$ cat src/rtl/irq_agg_pkg.sv
package irq_agg_pkg;
  localparam int WORD_STATUS = 0;
  localparam int WORD_CTRL   = 1;
  localparam int WORD_MASK   = 2;
  localparam int CTRL_EN_BIT    = 0;
  localparam int CTRL_FORCE_BIT = 1;
  localparam int CTRL_W         = 2;
endpackage

$ cat src/rtl/irq_edge_detect.sv
module irq_edge_detect #(
  parameter int N = 5
) (
  input  logic         clk,
  input  logic         rst,
  input  logic [N-1:0] src,
  output logic [N-1:0] rise
);
  logic [N-1:0] src_q;

  always_ff @(posedge clk) begin
    if (rst) src_q <= '0;
    else     src_q <= src;
  end

  assign rise = src & ~src_q;
endmodule

$ cat src/rtl/irq_status_bank.sv
module irq_status_bank #(
  parameter int N = 5
) (
  input  logic         clk,
  input  logic         rst,
  input  logic [N-1:0] set_vec,
  input  logic [N-1:0] clr_vec,
  output logic [N-1:0] status
);
  genvar i;
  generate
    for (i = 0; i < N; i++) begin : g_bit
      always_ff @(posedge clk) begin
        if (rst)             status[i] <= 1'b0;
        else if (set_vec[i]) status[i] <= 1'b1;
        else if (clr_vec[i]) status[i] <= 1'b0;
      end
    end
  endgenerate
endmodule

$ cat src/rtl/irq_req_gen.sv
module irq_req_gen #(
  parameter int N = 5
) (
  input  logic         clk,
  input  logic         rst,
  input  logic [N-1:0] status,
  input  logic [N-1:0] mask,
  input  logic         enable,
  input  logic         force_req,
  output logic         irq
);
  logic pending;
  assign pending = |(status & mask);

  always_ff @(posedge clk) begin
    if (rst) irq <= 1'b0;
    else     irq <= force_req | (enable & pending);
  end
endmodule

$ cat src/rtl/intr_collector.sv
module intr_collector
  import irq_agg_pkg::*;
#(
  parameter int NUM_SRC = 5,
  parameter int ADDR_W  = 4,
  parameter int DATA_W  = 32
) (
  input  logic                clk,
  input  logic                rst,
  input  logic [NUM_SRC-1:0]  src_irq,
  input  logic                wr_en,
  input  logic                rd_en,
  input  logic [ADDR_W-1:0]   addr,
  input  logic [DATA_W-1:0]   wdata,
  output logic [DATA_W-1:0]   rdata,
  output logic                host_irq
);
  localparam int WORD_W = ADDR_W - 2;

  logic [WORD_W-1:0]  word;
  logic [NUM_SRC-1:0] rise;
  logic [NUM_SRC-1:0] clr_vec;
  logic [NUM_SRC-1:0] status;
  logic [NUM_SRC-1:0] mask_q;
  logic [CTRL_W-1:0]  ctrl_q;
  logic [DATA_W-1:0]  rd_next;

  assign word = addr[ADDR_W-1:2];

  irq_edge_detect #(.N(NUM_SRC)) u_edge (
    .clk(clk), .rst(rst), .src(src_irq), .rise(rise)
  );

  assign clr_vec = (wr_en && word == WORD_W'(WORD_STATUS)) ? wdata[NUM_SRC-1:0] : '0;

  irq_status_bank #(.N(NUM_SRC)) u_status (
    .clk(clk), .rst(rst), .set_vec(rise), .clr_vec(clr_vec), .status(status)
  );

  always_ff @(posedge clk) begin
    if (rst) begin
      mask_q <= '0;
      ctrl_q <= '0;
    end else if (wr_en) begin
      if (word == WORD_W'(WORD_MASK)) mask_q <= wdata[NUM_SRC-1:0];
      if (word == WORD_W'(WORD_CTRL)) ctrl_q <= wdata[CTRL_W-1:0];
    end
  end

  irq_req_gen #(.N(NUM_SRC)) u_req (
    .clk(clk), .rst(rst), .status(status), .mask(mask_q),
    .enable(ctrl_q[CTRL_EN_BIT]), .force_req(ctrl_q[CTRL_FORCE_BIT]),
    .irq(host_irq)
  );

  always_comb begin
    rd_next = '0;
    case (word)
      WORD_W'(WORD_STATUS): rd_next[NUM_SRC-1:0] = status;
      WORD_W'(WORD_CTRL):   rd_next[CTRL_W-1:0]  = ctrl_q;
      WORD_W'(WORD_MASK):   rd_next[NUM_SRC-1:0] = mask_q;
      default:              rd_next = '0;
    endcase
  end

  always_ff @(posedge clk) begin
    if (rst)        rdata <= '0;
    else if (rd_en) rdata <= rd_next;
  end
endmodule

$ cat config.mk
export PLATFORM = sky130hd
export DESIGN_NAME = intr_collector
export DESIGN_NICKNAME = d
export VERILOG_FILES = /design/src/rtl/irq_agg_pkg.sv /design/src/rtl/irq_edge_detect.sv /design/src/rtl/irq_status_bank.sv /design/src/rtl/irq_req_gen.sv /design/src/rtl/intr_collector.sv
export SDC_FILE = /design/constraint.sdc
export NUM_CORES = 1
export LEC_CHECK = 0
export BUFFER_PORTS_ARGS = -buffer_cell sky130_fd_sc_hd__buf_4
export CORE_UTILIZATION = 41
export DETAILED_ROUTE_END_ITERATION = 12
export PLACE_DENSITY = 0.79
export SYNTH_ARGS = -nofsm -noshare
export SYNTH_HDL_FRONTEND = slang
export SYNTH_HIERARCHICAL = 1
export SYNTH_SLANG_ARGS = --single-unit
$ cat constraint.sdc
create_clock -name clk -period 1.1 [get_ports clk]
set_input_delay 0.11 -clock clk [delete_from_list [all_inputs] [get_ports clk]]
set_output_delay 0.11 -clock clk [all_outputs]
set_load 0.02 [all_outputs]
==> results.yml <==
floorplanning:
  die_h_um: 55.25
  design.die.area_um2: 3052
  start_util_pct: 45.27
  pin_count: 78
  coreArea_um2: 2567
  row_count: 18
  die_x_um: 55.25
placement:
  post_dp_cell_area_um2: 1260
  io_buffers: 21
  post-dp-hpwl_um: 1502
  routabilityCongestion: 0.8275
critical_path:
  critical_path_required_ns: 1.32
  r2r_slack_ns: 0.12
  worstSetupStartpoint: "u_status/status[1]"
  critPathArrivalTime_ns: 1.20
  criticalPathCategory: "flip-flop to flip-flop"
  critPathLaunchType: "flip-flop"
  end_kind: "flip-flop"
  path_max_fanout: 3
  rr_worst_depth: 3
  reg2reg_from: "u_status/status[1]"
  r2r-end: "rdata[1]"
sta:
  final-setup-viol-count: 0
  grt_setup_unrepaired: "false"
  hold_violations: 0
  tns_ns: 0
  whs_ns: 0.02190
  fin_skew_ns: 0.001658
  period_share_pct: 89.27
  fmax_mhz: 1018
  slew_viol_final: 0
  min_period_ns: 0.9820
routing:
  drt_wl_total_um: 1889
  drt_first_pass_iters: 4
  vias_per_cell: 4.559
  drcViolationCount: 0
  ant_nets: 0
  vias: 848
  wl_per_cell_um: 10.16
  drt_iter0_markers: 13
finish:
  final_common_cell: "conb_1"
  drive_above_1_share_pct: 21.15
  finalNetCount: 202
  n_antenna_cell: 0
  multi_input_area_um2: 563.0
  final_cell_mix: "conb_1, buf_4, dfxtp_1"
  final_cell_area_um2: 1297
  area_growth_pct: 11.63
  seqCellArea_um2: 460.4
  nFillCells: 258
cts:
  post-cts-setup-buffers: 0
  cts_root_buf: "clkbuf_4"
  cts_buffers: 3
  clock-sinks: 23
  cts.htree.levels: 1
  clk_pin_slew_ns: 0.12
  cts_tree: "done"
  clockBufferDepth: 2
  worstSkewPairLatency_ns: 0.30
power_and_ir_drop:
  p_leak_nw: 0.6219
  pwr-share-comb_pct: 17.9
  finalPower_mw: 1.549
  ir_worst_vdd_v: 0.0008297
  power_frac_seq_pct: 57.9
  p_sw_share_pct: 27.96
  pwr-share-clk_pct: 24.2
  switchingPower_uw: 433.1
  p_per_area_nw_per_um2: 1194
  internal-power_mw: 1.116
yosys:
  syn_area_um2: 1162
  syn_area_per_cell_um2: 8.941
  synth_area_leaders: "dfxtp_1, buf_4, nor2b_1, mux2i_1, a21oi_1"
  synth.distinct_cells: 24
  synth-seq-cells: 23
  ys.warnings.count: 6
  ys_seq_area_share_pct: 39.61
  yosys.area.top_type: "dfxtp_1"
  netlist_instances: 130
  synth_top_area_share_pct: 39.61
global_routing:
  grt_usage_pct: 13.55
  globalRouteOverflowTotal: 0
  antenna_found_initial: 0
  grt_max_degree: 24
  grt_pass1_wl_um: 3339
  first_global_vias: 812
hold_path:
  min_from: "src_irq[3]"
  holdPathStages: 2
  hold_class: "primary input to flip-flop"
  hold_end: "u_edge/src_q[3]"
run_status:
  status: "complete, no violations"
job:
  timing.max_cap.violations: 0
synth_stat cells, drive strengths merged:
library cell,number
mux2,3
buf,28
mux2i,7
nand3b,2
nand3,2
and2,5
nor3b,1
nand2,4
or2,2
a222oi,1
a21oi,10
conb,1
and2b,1
a311oi,2
nor2,11
clkbuf,1
dfxtp,23
nand2b,5
a211oi,1
a221oi,1
inv,5
nor2b,14
logic make-up (layout without fill, tap and decap cells):
| family | count (synthesis) | after routing | share of synthesized area (%) |
|---|---|---|---|
| muxes | 10 | 10 | 8.934 |
| other | 1 | 27 | 0.3226 |
| and+or+nand+nor | 47 | 47 | 22.71 |
| buffers and inverters | 34 | 34 | 20.34 |
| AOI/OAI and AO/OA | 15 | 15 | 8.074 |
| DFF | 23 | 23 | 39.61 |
power by group through the flow:
stage | registers [mW] | clock network, mW | logic, mW
after floorplan | 0.917 | 0 | 0.252
after global routing | 0.902 | 0.438 | 0.306
final | 0.897 | 0.375 | 0.277
after detailed placement | 0.916 | 0 | 0.275
after CTS | 0.897 | 0.401 | 0.275
after global placement | 0.913 | 0 | 0.269
final cells by class:
cell class	count	share of cell area (%)
Clock inverter	1	0.3857
Sequential cell	23	35.49
Inverter	5	1.446
Clock buffer	3	1.736
Tap cell	30	2.893
Timing Repair Buffer	25	14.66
Multi-Input combinational cell	99	43.39
flip-flops by register name, indices dropped and copies added (netlist names):
name / cells
rdata: 5
u_status/status: 5
u_req/irq: 1
u_edge/src_q: 5
mask_q: 5
ctrl_q: 2
layer usage:
layer  vias up  track usage [%]  part of all wire, %
met5         -                0                    0
met4         0            6.429                 0.90
met3         2            3.747                  6.0
met2        36            24.27                   52
met1       389            14.60                   41
li1        421                -                    -
metrics by stage:
| stage | util, % | std cells | setup WS (ns) |
|---|---|---|---|
| 2_1_floorplan | - | 156 | 0.1849 |
| 3_3_place_gp | 49.07 | 181 | 0.07906 |
| 3_5_place_dp | 49.07 | 181 | 0.04470 |
| 4_1_cts | 50.15 | 185 | 0.09939 |
| 5_1_grt | 50.54 | 186 | 0.02700 |
| 6_report | 50.54 | 186 | 0.1180 |
worst max path at each step:
stage                               endpoint  slack (ns)  depth (start not counted)
after floorplan           u_status/status[0]        0.18                          5
after global placement              rdata[0]        0.08                          5
after detailed placement            rdata[1]        0.04                          5
after CTS                           rdata[1]         0.1                          3
after global routing                rdata[0]        0.03                          3
final                               rdata[1]        0.12                          3
timing repair:
action	in CTS	in global routing
hold endpoints to repair	0	1
hold buffers	0	1
gates resized for setup	0	0
worst max-delay path, cell delays in order (launching register included):
cell and delay (ns):
dfxtp_1 0.38, mux2i_1 0.08, or2_0 0.20, a311oi_1 0.24
No activity file was read; power rests on OpenSTA's default activity.
